--- src/rtl/ws_inject_pkg.sv ---
package ws_inject_pkg;
  typedef enum logic [1:0] {
    HT_IDLE   = 2'b00,
    HT_BUSY   = 2'b01,
    HT_NONSEQ = 2'b10,
    HT_SEQ    = 2'b11
  } htrans_e;
endpackage

--- src/rtl/ws_addr_phase.sv ---
module ws_addr_phase
  import ws_inject_pkg::*;
#(
  parameter int AW      = 32,
  parameter int FLD_LSB = 24,
  parameter int FLD_W   = 5
) (
  input  logic             clk,
  input  logic             rst_n,
  input  logic             hsel,
  input  logic [AW-1:0]    haddr,
  input  logic [1:0]       htrans,
  input  logic             hwrite,
  input  logic             hready,
  output logic             acc,
  output logic [FLD_W-1:0] load_val,
  output logic [AW-1:0]    cap_addr,
  output logic             cap_write,
  output logic             cap_emu
);
  logic [FLD_W-1:0] fld;
  logic             first_beat;
  logic             emu_now;

  assign fld        = haddr[FLD_LSB +: FLD_W];
  assign acc        = hsel & htrans[1] & hready;
  assign first_beat = (htrans == HT_NONSEQ);
  assign emu_now    = !hwrite && (fld != '0);
  assign load_val   = (!hwrite && first_beat) ? fld : '0;

  always_ff @(posedge clk or negedge rst_n) begin
    if (!rst_n) begin
      cap_addr  <= '0;
      cap_write <= 1'b0;
      cap_emu   <= 1'b0;
    end else if (acc) begin
      cap_addr  <= haddr;
      cap_write <= hwrite;
      cap_emu   <= emu_now;
    end
  end
endmodule

--- src/rtl/ws_wait_ctr.sv ---
module ws_wait_ctr #(
  parameter int W = 5
) (
  input  logic         clk,
  input  logic         rst_n,
  input  logic         load,
  input  logic [W-1:0] load_val,
  output logic         expired
);
  logic [W-1:0] cnt;

  always_ff @(posedge clk or negedge rst_n) begin
    if (!rst_n)            cnt <= '0;
    else if (load)         cnt <= load_val;
    else if (cnt != '0)    cnt <= cnt - 1'b1;
  end

  assign expired = (cnt == '0);
endmodule

--- src/rtl/ws_phase_ctl.sv ---
module ws_phase_ctl (
  input  logic clk,
  input  logic rst_n,
  input  logic acc,
  input  logic expired,
  input  logic fl_ready,
  input  logic cap_emu,
  output logic active,
  output logic hreadyout,
  output logic fl_valid,
  output logic pf_inhibit,
  output logic hit_ignore
);
  assign fl_valid   = active & expired;
  assign hreadyout  = !active | (expired & fl_ready);
  assign pf_inhibit = active & cap_emu;
  assign hit_ignore = active & cap_emu;

  always_ff @(posedge clk or negedge rst_n) begin
    if (!rst_n)         active <= 1'b0;
    else if (acc)       active <= 1'b1;
    else if (hreadyout) active <= 1'b0;
  end
endmodule

--- src/rtl/ws_inject.sv ---
module ws_inject #(
  parameter int AW      = 32,
  parameter int DW      = 32,
  parameter int FLD_LSB = 24,
  parameter int FLD_W   = 5
) (
  input  logic          clk,
  input  logic          rst_n,
  input  logic          hsel,
  input  logic [AW-1:0] haddr,
  input  logic [1:0]    htrans,
  input  logic          hwrite,
  input  logic          hready,
  input  logic [DW-1:0] hwdata,
  output logic          hreadyout,
  output logic [DW-1:0] hrdata,
  output logic          hresp,
  output logic          fl_valid,
  input  logic          fl_ready,
  output logic [AW-1:0] fl_addr,
  output logic          fl_write,
  output logic [DW-1:0] fl_wdata,
  input  logic [DW-1:0] fl_rdata,
  output logic          pf_inhibit,
  output logic          hit_ignore
);
  logic             acc;
  logic [FLD_W-1:0] load_val;
  logic             cap_emu;
  logic             expired;
  logic             active;

  ws_addr_phase #(.AW(AW), .FLD_LSB(FLD_LSB), .FLD_W(FLD_W)) u_addr (
    .clk(clk), .rst_n(rst_n), .hsel(hsel), .haddr(haddr), .htrans(htrans),
    .hwrite(hwrite), .hready(hready), .acc(acc), .load_val(load_val),
    .cap_addr(fl_addr), .cap_write(fl_write), .cap_emu(cap_emu)
  );

  ws_wait_ctr #(.W(FLD_W)) u_ctr (
    .clk(clk), .rst_n(rst_n), .load(acc), .load_val(load_val),
    .expired(expired)
  );

  ws_phase_ctl u_ctl (
    .clk(clk), .rst_n(rst_n), .acc(acc), .expired(expired),
    .fl_ready(fl_ready), .cap_emu(cap_emu), .active(active),
    .hreadyout(hreadyout), .fl_valid(fl_valid),
    .pf_inhibit(pf_inhibit), .hit_ignore(hit_ignore)
  );

  assign hrdata   = fl_rdata;
  assign fl_wdata = hwdata;
  assign hresp    = 1'b0;
endmodule

--- config.mk ---
export PLATFORM = sky130hd
export DESIGN_NAME = ws_inject
export DESIGN_NICKNAME = d
export VERILOG_FILES = /design/src/rtl/ws_inject_pkg.sv /design/src/rtl/ws_addr_phase.sv /design/src/rtl/ws_wait_ctr.sv /design/src/rtl/ws_phase_ctl.sv /design/src/rtl/ws_inject.sv
export SDC_FILE = /design/constraint.sdc
export NUM_CORES = 1
export LEC_CHECK = 0
export ABC_AREA = 1
export BUFFER_PORTS_ARGS = -buffer_cell sky130_fd_sc_hd__buf_4
export CAP_MARGIN = 0
export CORE_MARGIN = 5
export CORE_UTILIZATION = 40
export CTS_CLUSTER_SIZE = 24
export DETAILED_ROUTE_END_ITERATION = 10
export PLACE_DENSITY = 0.84
export REMOVE_ABC_BUFFERS = 1
export SLEW_MARGIN = 30
export SYNTH_ARGS = -nofsm -noshare
export SYNTH_HDL_FRONTEND = slang
export SYNTH_SLANG_ARGS = --single-unit
--- constraint.sdc ---
create_clock -name clk -period 3.4 [get_ports clk]
set_input_delay 0.68 -clock clk [delete_from_list [all_inputs] [get_ports clk]]
set_output_delay 0.68 -clock clk [all_outputs]
set_load 0.005 [all_outputs]
==> results of run 1 <==
==> per-stage QoR <==
step / worst slack (ps) / total power [uW] / util, %
2_1_floorplan: 1320 / 836 / -
3_3_place_gp: 1580 / 1040 / 42.8
3_5_place_dp: 1570 / 1060 / 42.8
4_1_cts: 1230 / 1600 / 45.8
5_1_grt: 1140 / 1690 / 45.8
6_report: 1240 / 1590 / 45.8
==> logic make-up (layout without fill, tap and decap cells) <==
logic type	after synthesis	after routing	synth area share (%)
simple gates	126	126	23.3
fa+ha+maj	1	1	0.571
buf+inv	91	102	27.8
flops	40	40	45.7
other cells	1	1	0.171
compound gates	11	11	2.51
==> power by group through the flow <==
stage / Combinational (uW) / Sequential (uW) / Clock, uW
after floorplan: 200 / 636 / 0
after global placement: 406 / 638 / 0
after detailed placement: 418 / 641 / 0
after CTS: 420 / 634 / 544
after global routing: 481 / 646 / 567
final: 415 / 634 / 538
==> worst max path at each step <==
| stage | startpoint | end | slack (ps) |
|---|---|---|---|
| 2_1_floorplan | hsel | u_ctr.cnt[0] | 1320 |
| 3_3_place_gp | hsel | u_ctr.cnt[1] | 1580 |
| 3_5_place_dp | u_ctr.cnt[0] | hreadyout | 1570 |
| 4_1_cts | u_ctr.cnt[0] | hreadyout | 1230 |
| 5_1_grt | u_ctr.cnt[0] | hreadyout | 1140 |
| 6_report | u_ctr.cnt[0] | hreadyout | 1240 |
==> sequential cells by signal, indices dropped and copies added, names as in the netlist <==
name	flops
u_addr.cap_addr	32
u_ctl.active	1
u_ctr.cnt	5
u_addr.cap_emu	1
u_addr.cap_write	1
==> placed cells by master, fill, tap and decap left out <==
cell       synthesis  final
nor2_1             4      4
buf_4             67     77
bufinv_16          0      3
ha_1               1      1
inv_1             16     16
nand3b_2           1      1
nand3_1            9      9
dfrtp_1           40     40
clkbuf_8           0      5
nand3_2            1      1
nand2_1          108    108
clkinv_2           1      1
nor2_4             1      1
o21ai_0            7      7
conb_1             1      1
nor2_2             2      2
o21ai_1            2      2
a21oi_1            2      2
==> area by class of cell <==
cell class	instances	area share (%)
Clock inverter	3	3.64
Sequential cell	40	40.4
Inverter	17	2.63
Multi-Input combinational cell	139	23.5
Timing Repair Buffer	77	23.4
Tap cell	72	3.64
Clock buffer	5	2.78
==> metal layers <==
metal	track usage [%]	part of all wire (%)	vias to the layer above
met4	5.41	1.7	0
met3	35.2	27	10
met5	0.758	0	-
met2	44.5	47	171
li1	-	-	765
met1	21.0	25	715
==> run_results.csv, run 1 <==
group,metric,value,unit
outcome,status,"finished clean",
clock_tree,cts_setup_buffers,0,
sta,finalHoldViolations,0,
placement,gp_congestion,0.924,
sta,finalCritPeriodShare,63.5,%
die,die_width,84.0,um
yosys,dominantRegCellSynth,"dfrtp_1",
yosys,synth-seq-area-share,45.7,%
global_routing,overflow,0,
yosys,synth_edf_count,0,
die,rows,27,
cells_and_area,fin_cells,353,
sta,fmax,463,MHz
cells_and_area,nFillCells,543,
yosys,synth_top_cell_by_area,"dfrtp_1",
power,p_seq_share,39.9,%
setup_path,crit_required,2720,ps
global_routing,grt_util_all_layers,27.9,%
power,ir_drop,0.216,mV
setup_path,r2r-end,"u_ctr.cnt[1]",
die,start_util,40.5,%
detailed_routing,ant_nets,0,
die,pin_count,206,
cells_and_area,area_delta_synth_final,13.0,%
die,die_y,84.0,um
detailed_routing,drt_iter0_drc,74,
sta,rsz0062_at_grt,"no",
yosys,ys_types,19,
detailed_routing,drt-pass1-iter-count,4,
clock_tree,insertion_delay,290,ps
cells_and_area,design_area,2470,um^2
setup_path,worstPathCellList,"inv_1 > ha_1 > nand3b_2 > inv_1 > nand2_1 > nand2_1 > buf_4",
setup_path,cp-start-kind,"register",
yosys,ys_ff_latch,40,
power,cellLeakagePower,0.00141,uW
setup_path,cpMaxStageDelayCell,"dfrtp_1",
clock_tree,cts.sinks,40,
setup_path,reg2reg_slack,2080,ps
placement,dp_hpwl,8440,um
cells_and_area,diodes,0,
setup_path,cp_top_family,"flip-flops",
yosys,yosysWarnings,0,
yosys,syn_inst,270,
global_routing,grt_pass1_wl,13500,um
power,p_clk_share,33.9,%
detailed_routing,viasPerCell,4.71,
sta,period_minus_slack,2160,ps
setup_path,slowest_delay,380,ps
yosys,avgSynthCellArea,8.11,um^2
placement,io_buffers,76,
setup_path,path_buf_inv,3,
hold_path,min_path_type,"primary input to asynchronous set/reset pin",
clock_tree,cts-root-buf,"clkbuf_8",
setup_path,end_kind,"primary output",
die,dieArea,7060,um^2
setup_path,worst-path-stages,7,
power,comb_power_share,26.2,%
detailed_routing,routed_wl,9810,um
yosys,synth.area.top_cells,"dfrtp_1, buf_4, nand2_1",
power,p_int,1150,uW
job,cap_violations,0,
detailed_routing,route.detailed.drc,0,
sta,worst_slew_pin_slew,505,ps
setup_path,r2r_cells,7,
cells_and_area,layout-drive-gt1-share,32.4,%
sta,tns,0,ps
yosys,synth_area,2190,um^2
global_routing,grt_pass1_vias,1651,
global_routing,antenna_found_initial,0,
clock_tree,cts_buffers,5,
setup_path,critPathKind,"register to primary output",
sta,setup_viol,0,
sta,slew_violations,0,
yosys,async_reset_ff_share,100,%
setup_path,r2r-start,"u_ctr.cnt[0]",
placement,place_inst,345,
placement,place_area,2320,um^2
power,p_sw,437,uW
die,core,5410,um^2
cells_and_area,regArea,1000,um^2
cells_and_area,final_nets,385,
power,p_sw_share,27.5,%
setup_path,crit_fanout,4,
clock_tree,cts_resized,0,
power,powerDensity,641,nW/um^2
sta,max-slew-margin-rel,66.3,%
yosys,synth_top_area_share,45.7,%
sta,clock_skew,1.29,ps
setup_path,critPathArrivalTime,1480,ps
global_routing,grt_max_degree,48,
yosys,yosys-top-cells-count,"nand2_1, buf_4, dfrtp_1, inv_1, nand3_1",
clock_tree,path_clk_slew,80,ps
clock_tree,cts_tree,"built",
detailed_routing,vias,1661,
clock_tree,postCtsHoldBufs,0,
cells_and_area,multi_input_area,582,um^2
detailed_routing,wl_per_cell,27.8,um
clock_tree,clk_path_buf_depth,2,
sta,hold_ws,355,ps
clock_tree,htreeDepth,2,
yosys,synth_most_common_cell,"nand2_1",
Note: power is estimated with default switching activity, not from simulation.
==> run 2: changes to the inputs <==
--- a/config.mk
+++ b/config.mk
@@ -9,10 +9,10 @@
 export BUFFER_PORTS_ARGS = -buffer_cell sky130_fd_sc_hd__buf_4
 export CAP_MARGIN = 0
 export CORE_MARGIN = 5
-export CORE_UTILIZATION = 40
+export CORE_UTILIZATION = 33
 export CTS_CLUSTER_SIZE = 24
 export DETAILED_ROUTE_END_ITERATION = 10
-export PLACE_DENSITY = 0.84
+export PLACE_DENSITY = 0.74
 export REMOVE_ABC_BUFFERS = 1
 export SLEW_MARGIN = 30
 export SYNTH_ARGS = -nofsm -noshare
==> constraint.sdc (replaced) <==
create_clock -name clk -period 1.9 [get_ports clk]
set_input_delay 0.38 -clock clk [delete_from_list [all_inputs] [get_ports clk]]
set_output_delay 0.38 -clock clk [all_outputs]
set_load 0.005 [all_outputs]
==> run_results.csv, run 2 (synthesized netlist as in run 1, its figures left out) <==
group,metric,value,unit
cells_and_area,reg_top3,"u_addr.cap_addr x32, u_ctr.cnt x5",
setup_path,worst-path-stages,7,
sta,setup_ws,149,ps
setup_path,slowest_delay,390,ps
clock_tree,htreeDepth,2,
sta,max-slew-margin-rel,64.8,%
die,core,6420,um^2
die,rows,29,
power,ir_drop,0.296,mV
die,die_y,91.5,um
sta,fmax,571,MHz
setup_path,crit_required,1520,ps
setup_path,cpMaxStageDelayCell,"dfrtp_1",
clock_tree,cts_tree,"built",
die,pin_count,206,
setup_path,worstPathCellList,"inv_2 > ha_4 > nand3b_2 > inv_1 > nand2_1 > nand2_1 > buf_4",
sta,finalCritPeriodShare,92.2,%
cells_and_area,top_register,"u_addr.cap_addr",
setup_path,crit_top_cell,"nand2_1",
detailed_routing,route.detailed.drc,0,
sta,slew_violations,0,
global_routing,grt_max_degree,48,
setup_path,critPathKind,"register to primary output",
clock_tree,insertion_delay,280,ps
detailed_routing,wl_per_cell,27.3,um
clock_tree,cts_buffers,5,
placement,gp_congestion,0.899,
die,die_width,91.5,um
setup_path,cp-start-kind,"register",
cells_and_area,final_common_cell,"nand2_1",
global_routing,grt_util_all_layers,23.3,%
cells_and_area,area_delta_synth_final,11.8,%
detailed_routing,ant_nets,0,
placement,io_buffers,76,
global_routing,overflow,0,
sta,worst_slew_pin_slew,528,ps
cells_and_area,layout-drive-gt1-share,33.0,%
sta,clock_skew,0.348,ps
clock_tree,cts-root-buf,"clkbuf_8",
placement,pre_cts_slack,351,ps
sta,setup_viol,0,
sta,rsz0062_at_grt,"no",
setup_path,end_kind,"primary output",
placement,dp_hpwl,8440,um
cells_and_area,final_cell_mix,"nand2_1, buf_4, dfrtp_1",
cells_and_area,largest_register_ff_count,32,
detailed_routing,drt_iter0_drc,50,
clock_tree,cts.sinks,40,
clock_tree,clk_path_buf_depth,2,
global_routing,grt_pass1_wl,13400,um
setup_path,r2r-start,"u_ctr.cnt[0]",
sta,period_minus_slack,1750,ps
die,dieArea,8370,um^2
power,powerDensity,1070,nW/um^2
setup_path,startpoint,"u_ctr.cnt[0]",
hold_path,min_path_type,"primary input to asynchronous set/reset pin",
detailed_routing,viasPerCell,4.65,
setup_path,path_buf_inv,3,
sta,finalHoldViolations,0,
sta,tns,0,ps
global_routing,antenna_found_initial,0,
cells_and_area,diodes,0,
clock_tree,postCtsHoldBufs,0,
setup_path,critPathArrivalTime,1370,ps
global_routing,grt_pass1_vias,1693,
outcome,status,"finished clean",
cells_and_area,nFillCells,662,
setup_path,crit_fanout,4,
detailed_routing,vias,1670,
setup_path,r2r_cells,7,
detailed_routing,routed_wl,9790,um
cells_and_area,final_nets,386,
clock_tree,path_clk_slew,80,ps
job,cap_violations,0,
die,start_util,34.1,%
detailed_routing,drt-pass1-iter-count,4,
power,cellLeakagePower,0.00139,uW
setup_path,cp_top_family,"flip-flops",
run 2: cell type report:
class | count | area (um^2) | area share [%]
Timing Repair Buffer | 78 | 586 | 23.9
Multi-Input combinational cell | 139 | 594 | 24.3
Clock buffer | 6 | 72.6 | 2.96
Sequential cell | 40 | 1000 | 40.9
Clock inverter | 2 | 35.0 | 1.43
Tap cell | 77 | 96.3 | 3.93
Inverter | 17 | 65.1 | 2.66
run 2: worst paths after layout:
check | end | slack (ps)
max | hreadyout | 150
min | u_addr.cap_addr[22] | 70
max reg2reg | u_ctr.cnt[1] | 680
min reg2reg | u_addr.cap_addr[4] | 480
max in group asynchronous | u_ctr.cnt[1] | 1470
min in group clk | u_addr.cap_addr[22] | 290
run 2: per-layer routing:
layer | track usage (%) | up-vias | part of all wire, %
li1 | - | 766 | -
met1 | 20.0 | 739 | 29
met2 | 32.5 | 153 | 41
met3 | 31.2 | 10 | 28
met4 | 3.77 | 2 | 0.84
met5 | 6.55 | - | 0.74
run 2: through the flow:
stage | instances | area (um^2) | total power [uW] | hold slack [ps] | util [%]
after floorplan | 196 | 1650 | 1500 | 84.4 | -
after global placement | 351 | 2330 | 1870 | 387 | 36.3
after CTS | 359 | 2440 | 2610 | 70.4 | 38.0
final | 359 | 2450 | 2610 | 68.2 | 38.1
after detailed placement | 351 | 2330 | 1910 | 392 | 36.3
after global routing | 359 | 2450 | 2810 | 92.6 | 38.1
run 2: what timing repair did:
item,CTS,global route
setup buffers,0,0
endpoints found under the setup margin,0,2
gates resized for setup,0,3
run 2: where the power goes:
group	switching, uW	internal, uW	total, uW
registers	112	1020	1130
logic	386	406	792
clock network	295	390	685
